===== src/rtl/fpcsr_pkg.sv =====
package fpcsr_pkg;

   localparam int CSR_W      = 32;
   localparam int RM_LO      = 0;
   localparam int RM_W       = 2;
   localparam int XF_W       = 5;
   localparam int FLG_LO     = 2;
   localparam int EN_LO      = 7;
   localparam int CAU_LO     = 12;
   localparam int CAU_W      = XF_W + 1;
   localparam int UNIMP_BIT  = CAU_LO + XF_W;
   localparam int FCC_N      = 8;
   localparam int FCC0_BIT   = 23;
   localparam int FS_BIT     = 24;
   localparam int FCCH_LO    = 25;
   localparam int VIEW_FS    = 2;

   localparam logic [CSR_W-1:0] RSV_MASK  = 32'h007C_0000;
   localparam logic [CSR_W-1:0] XCPT_MASK = 32'h0003_F07C;
   localparam logic [CSR_W-1:0] CTRL_MASK = 32'h0000_0F83;

   localparam int unsigned IX_IMPL = 0;
   localparam int unsigned IX_FCC  = 25;
   localparam int unsigned IX_XCPT = 26;
   localparam int unsigned IX_CTRL = 28;
   localparam int unsigned IX_FULL = 31;

   typedef enum logic [2:0] {
      VW_NONE,
      VW_IMPL,
      VW_FCC,
      VW_XCPT,
      VW_CTRL,
      VW_FULL
   } view_e;

endpackage


===== src/rtl/fpcsr_decode.sv =====
module fpcsr_decode
   import fpcsr_pkg::*;
#(
   parameter int IDX_W = 5
) (
   input  logic [IDX_W-1:0] idx,
   output view_e            view
);
   localparam logic [IDX_W-1:0] K_IMPL = IDX_W'(IX_IMPL);
   localparam logic [IDX_W-1:0] K_FCC  = IDX_W'(IX_FCC);
   localparam logic [IDX_W-1:0] K_XCPT = IDX_W'(IX_XCPT);
   localparam logic [IDX_W-1:0] K_CTRL = IDX_W'(IX_CTRL);
   localparam logic [IDX_W-1:0] K_FULL = IDX_W'(IX_FULL);

   always_comb begin
      if      (idx == K_IMPL) view = VW_IMPL;
      else if (idx == K_FCC)  view = VW_FCC;
      else if (idx == K_XCPT) view = VW_XCPT;
      else if (idx == K_CTRL) view = VW_CTRL;
      else if (idx == K_FULL) view = VW_FULL;
      else                    view = VW_NONE;
   end
endmodule


===== src/rtl/fpcsr_merge.sv =====
module fpcsr_merge
   import fpcsr_pkg::*;
(
   input  logic [CSR_W-1:0] cur,
   input  view_e            view,
   input  logic             wr_en,
   input  logic [CSR_W-1:0] wdata,
   input  logic             st_valid,
   input  logic [XF_W-1:0]  st_flags,
   output logic [CSR_W-1:0] nxt,
   output logic             check_ev,
   output logic             trap
);
   logic [CSR_W-1:0] after_wr;

   always_comb begin
      after_wr = cur;
      if (wr_en) begin
         unique case (view)
            VW_FCC: begin
               after_wr[FCC0_BIT]               = wdata[0];
               after_wr[FCCH_LO +: FCC_N-1]     = wdata[FCC_N-1:1];
            end
            VW_XCPT: begin
               after_wr = (cur & ~XCPT_MASK) | (wdata & XCPT_MASK);
            end
            VW_CTRL: begin
               after_wr[FS_BIT]          = wdata[VIEW_FS];
               after_wr[EN_LO +: XF_W]   = wdata[EN_LO +: XF_W];
               after_wr[RM_LO +: RM_W]   = wdata[RM_LO +: RM_W];
            end
            VW_FULL: after_wr = wdata & ~RSV_MASK;
            default: ;
         endcase
      end
   end

   always_comb begin
      nxt = after_wr;
      if (st_valid)
         nxt[CAU_LO +: CAU_W] = {1'b0, st_flags};
      // trap test sees the new causes before the flags absorb them
      trap = (|(nxt[CAU_LO +: XF_W] & nxt[EN_LO +: XF_W])) | nxt[UNIMP_BIT];
      if (st_valid)
         nxt[FLG_LO +: XF_W] = nxt[FLG_LO +: XF_W] | st_flags;
      check_ev = st_valid |
                 (wr_en & ((view == VW_XCPT) | (view == VW_CTRL) | (view == VW_FULL)));
   end
endmodule


===== src/rtl/fpcsr_rdmux.sv =====
module fpcsr_rdmux
   import fpcsr_pkg::*;
#(
   parameter logic [31:0] IMPL_ID = 32'h0000_3A10
) (
   input  view_e            view,
   input  logic [CSR_W-1:0] cur,
   output logic [CSR_W-1:0] rd32
);
   always_comb begin
      unique case (view)
         VW_IMPL: rd32 = IMPL_ID;
         VW_FCC:  rd32 = {{(CSR_W-FCC_N){1'b0}}, cur[FCCH_LO +: FCC_N-1], cur[FCC0_BIT]};
         VW_XCPT: rd32 = cur & XCPT_MASK;
         VW_CTRL: rd32 = (cur & CTRL_MASK) | (CSR_W'(cur[FS_BIT]) << VIEW_FS);
         VW_FULL: rd32 = cur & ~RSV_MASK;
         default: rd32 = '0;
      endcase
   end
endmodule


===== src/rtl/fpcsr_views.sv =====
module fpcsr_views
   import fpcsr_pkg::*;
#(
   parameter int          XLEN    = 64,
   parameter int          IDX_W   = 5,
   parameter logic [31:0] IMPL_ID = 32'h0000_3A10
) (
   input  logic             clk,
   input  logic             rst_n,
   input  logic [IDX_W-1:0] acc_idx,
   input  logic             wr_en,
   input  logic [XLEN-1:0]  wr_data,
   output logic [XLEN-1:0]  rd_data,
   input  logic             st_valid,
   input  logic [XF_W-1:0]  st_flags,
   output logic             fpe_req,
   output logic [RM_W-1:0]  round_mode,
   output logic             flush_zero,
   output logic [FCC_N-1:0] cond_codes
);
   localparam int EXT_W = XLEN - CSR_W;

   generate
      if (XLEN < CSR_W) begin : g_bad_xlen
         $error("fpcsr_views: XLEN must be at least 32");
      end
      if (IDX_W < 5) begin : g_bad_idx
         $error("fpcsr_views: IDX_W must be at least 5");
      end
   endgenerate

   view_e            view;
   logic [CSR_W-1:0] fcsr_q;
   logic [CSR_W-1:0] fcsr_nxt;
   logic [CSR_W-1:0] rd32;
   logic             check_ev;
   logic             trap;
   logic             fpe_q;

   fpcsr_decode #(.IDX_W(IDX_W)) u_dec (
      .idx  (acc_idx),
      .view (view)
   );

   fpcsr_merge u_merge (
      .cur      (fcsr_q),
      .view     (view),
      .wr_en    (wr_en),
      .wdata    (wr_data[CSR_W-1:0]),
      .st_valid (st_valid),
      .st_flags (st_flags),
      .nxt      (fcsr_nxt),
      .check_ev (check_ev),
      .trap     (trap)
   );

   fpcsr_rdmux #(.IMPL_ID(IMPL_ID)) u_rd (
      .view (view),
      .cur  (fcsr_q),
      .rd32 (rd32)
   );

   always_ff @(posedge clk or negedge rst_n) begin
      if (!rst_n) begin
         fcsr_q <= '0;
         fpe_q  <= 1'b0;
      end else begin
         fcsr_q <= fcsr_nxt;
         fpe_q  <= check_ev & trap;
      end
   end

   generate
      if (EXT_W == 0) begin : g_no_ext
         assign rd_data = rd32;
      end else begin : g_sext
         assign rd_data = {{EXT_W{rd32[CSR_W-1]}}, rd32};
      end
   endgenerate

   assign fpe_req    = fpe_q;
   assign round_mode = fcsr_q[RM_LO +: RM_W];
   assign flush_zero = fcsr_q[FS_BIT];
   assign cond_codes = {fcsr_q[FCCH_LO +: FCC_N-1], fcsr_q[FCC0_BIT]};

endmodule


===== config.mk =====
export PLATFORM = sky130hd
export DESIGN_NAME = fpcsr_views
export DESIGN_NICKNAME = d
export VERILOG_FILES = /design/src/rtl/fpcsr_pkg.sv /design/src/rtl/fpcsr_decode.sv /design/src/rtl/fpcsr_merge.sv /design/src/rtl/fpcsr_rdmux.sv /design/src/rtl/fpcsr_views.sv
export SDC_FILE = /design/constraint.sdc
export NUM_CORES = 1
export LEC_CHECK = 0
export ABC_AREA = 0
export CELL_PAD_IN_SITES_DETAIL_PLACEMENT = 1
export CELL_PAD_IN_SITES_GLOBAL_PLACEMENT = 2
export CORE_ASPECT_RATIO = 1.75
export CORE_MARGIN = 1
export CORE_UTILIZATION = 35
export CTS_CLUSTER_DIAMETER = 100
export DETAILED_ROUTE_END_ITERATION = 6
export DONT_BUFFER_PORTS = 1
export PLACE_DENSITY_LB_ADDON = 0.1
export REMOVE_ABC_BUFFERS = 1
export SYNTH_ARGS = -nofsm -noshare
export SYNTH_HDL_FRONTEND = slang
export SYNTH_SLANG_ARGS = --single-unit

===== constraint.sdc =====
create_clock -name clk -period 6.8 [get_ports clk]
set_input_delay 1.36 -clock clk [delete_from_list [all_inputs] [get_ports clk]]
set_output_delay 1.36 -clock clk [all_outputs]
set_load 0.005 [all_outputs]

==> flow_metrics.env <==
export IMPL_maxSlewViolCount=0
export IMPL_portBuffers=0
export IMPL_syn_mean_instance_area_um2=9.20
export IMPL_fin_crit_ns=3.92
export IMPL_grt_pass1_wl_mm=8.62
export IMPL_routabilityCongestion=0.792
export IMPL_p_total_uw=437
export IMPL_synth_cells=222
export IMPL_fillers=682
export IMPL_finalSetupTns_ns=0
export IMPL_hold_class="register to register"
export IMPL_synth_warnings=0
export IMPL_max_cap_violations=0
export IMPL_synth_most_common_cell="buf_4"
export IMPL_first_pass_iters=4
export IMPL_worstPathCellList="xor2_4, nor2_1, a22o_1"
export IMPL_p_leak_nw=0.788
export IMPL_grt_overflow_total=0
export IMPL_row_count=36
export IMPL_fmax_mhz=255
export IMPL_design_core_area_um2=5590
export IMPL_die_h_um=103
export IMPL_finalNetCount=252
export IMPL_cpMaxStageDelayCell="nor2_1"
export IMPL_drive_above_1_share_pct=15.0
export IMPL_synth_seq_area_share_pct=34.3
export IMPL_timing_final_hold_violations=0
export IMPL_cts_buffer_depth=2
export IMPL_clk_latency_ns=0.28
export IMPL_postRouteAntennaNets=0
export IMPL_cp_max_fo=13
export IMPL_place_worst_setup_slack_ns=2.83
export IMPL_worst_ep_arrival_time_ns=2.56
export IMPL_max_stage_delay_ns=0.70
export IMPL_holdBufCountCts=0
export IMPL_fin_worst_skew_ns=0.000802
export IMPL_powerDensity_nw_per_um2=242
export IMPL_area_delta_synth_final_pct=-11.5
export IMPL_ys_flop_type="dfrtp_1"
export IMPL_grt_max_degree=34
export IMPL_place_area_um2=1740
export IMPL_tightest_slew_ns=0.884
export IMPL_synth_top_cell_by_area="dfrtp_1"
export IMPL_fin_crit_sh_pct=57.7
export IMPL_fin_ws_ns=2.88
export IMPL_dpl_hpwl_mm=4.29
export IMPL_yosys_top_cells_count="49 x buf_4, 28 x dfrtp_1, 27 x nand2_1, 14 x o21ai_0, 13 x and2_1"
export IMPL_whs_ns=0.513
export IMPL_cts_tree="built"
export IMPL_io_pins=154
export IMPL_clkTransAtPathRegs_ns=0.10
export IMPL_post_cts_setup_buffers=0
export IMPL_avgRoutedWirePerCell_um=22.5
export IMPL_rsz0062_at_grt="no"
export IMPL_drt_iter0_drc=46
export IMPL_ir_drop_mv=0.0778
export IMPL_cts_sinks=28
export IMPL_via_per_inst=5.69
export IMPL_finalWirelength_mm=5.61
export IMPL_yosys_area_top_type_share_pct=34.3
export IMPL_initial_core_util_pct=36.6
export IMPL_syn_cell_area_um2=2040
export IMPL_grt_pass1_vias=1517
export IMPL_cp_required_ns=5.44
export IMPL_drcViolationCount=0
export IMPL_antenna_found_initial=0
export IMPL_crit_path_end_kind="primary output"
export IMPL_setup_viol=0
export IMPL_h_tree_depth=1
export IMPL_die_w_um=59.7
export IMPL_final_area_um2=1810
export IMPL_grtUsageTotal_pct=19.2
export IMPL_max_slew_margin_rel_pct=40.8
export IMPL_worstSetupPathType="primary input to primary output"
export IMPL_dieArea_um2=6160
export IMPL_cts_buffers=3
export IMPL_start_kind="primary input"
export IMPL_synth_edf_count=0
export IMPL_yosys_cell_types_count=42
export IMPL_synth_async_reset_ratio_pct=100
export IMPL_synth_seq_cells=28
export IMPL_root_buffer="clkbuf_8"
export IMPL_synth_area_leaders="dfrtp_1 34%, buf_4 18%, nand2_1 5.0%"
export IMPL_cts_resized=0
export IMPL_status="finished clean"
export IMPL_antenna_diode_count=0
export IMPL_route_vias_total=1416
==> where the power goes <==
part	switching [mW]	internal, mW	total [mW]	leakage [nW]
clock	0.0586	0.0790	0.138	0.0357
sequential	0.0297	0.199	0.228	0.326
combinational	0.0373	0.0337	0.0709	0.427
==> per-layer routing <==
| metal | GRT usage [%] | up-vias | part of all wire, % | wire length, um |
|---|---|---|---|---|
| met1 | 20.3 | 693 | 36 | 2030 |
| met5 | 0 | - | 0 | 0 |
| met4 | 8.77 | 0 | 2.7 | 153 |
| met2 | 35.7 | 85 | 55 | 3090 |
| met3 | 3.14 | 11 | 6.0 | 334 |
| li1 | - | 627 | - | - |
==> cell families (layout without fill, tap and decap cells) <==
kind of cell / count (synthesis) / count (layout) / synth area share (%)
buf+inv: 60 / 7 / 21.2
other cells: 1 / 5 / 0.184
xor+xnor: 4 / 4 / 3.92
flops: 28 / 28 / 34.3
simple gates: 71 / 71 / 18.8
mux: 8 / 8 / 4.29
compound gates: 50 / 50 / 17.3
==> final timing paths <==
kind / startpoint / to / slack, ns / cells after the start
worst max-delay path: acc_idx[0] / rd_data[5] / 2.88 / 3
worst min-delay path: fcsr_q[6] / fcsr_q[6] / 0.51 / 2
worst max register to register: fcsr_q[13] / fpe_req / 5.51 / 4
worst min register to register: fcsr_q[6] / fcsr_q[6] / 0.51 / 2
max in group asynchronous: rst_n / fcsr_q[9] / 5.97 / 0
min in group asynchronous: rst_n / fcsr_q[27] / 0.75 / 0
==> area by class of cell <==
type	count	area, um2	share of cell area (%)
repair buffers	1	7.51	0.416
well taps	76	95.1	5.26
multi-input cells	138	925	51.2
clock inverters	1	30.0	1.66
clock buffers	3	41.3	2.29
flip-flops and latches	28	701	38.8
inverters	2	7.51	0.416
==> stage by stage <==
| step | utilization, % | instances |
|---|---|---|
| after floorplan | - | 168 |
| after global placement | 31.1 | 245 |
| after detailed placement | 31.1 | 245 |
| after CTS | 32.3 | 249 |
| after global routing | 32.3 | 249 |
| final | 32.3 | 249 |
==> worst max-delay path: cells and delay by family <==
kind	cells	cell delay, ns
AND/OR/NAND/NOR	1	0.70
XOR/XNOR	1	0.20
AO/OA/AOI/OAI	1	0.30
==> layout by cell type (no fill, tap or decap), types with 2 or more instances in the layout <==
master,Yosys,final
and2_2,1,2
mux2i_1,2,2
nor2_1,5,5
nand4_1,2,2
conb_1,1,5
and2_1,13,12
nand3_1,9,9
and3_2,2,2
a21o_1,5,5
dfrtp_1,28,28
mux2_2,6,6
nand2_1,27,27
a2bb2oi_1,4,4
a22oi_1,11,11
clkbuf_8,0,3
a22o_1,7,7
and3_1,2,2
a31oi_1,4,4
o21ai_0,14,14
inv_1,2,2
Power figures use the tool's default switching activity.
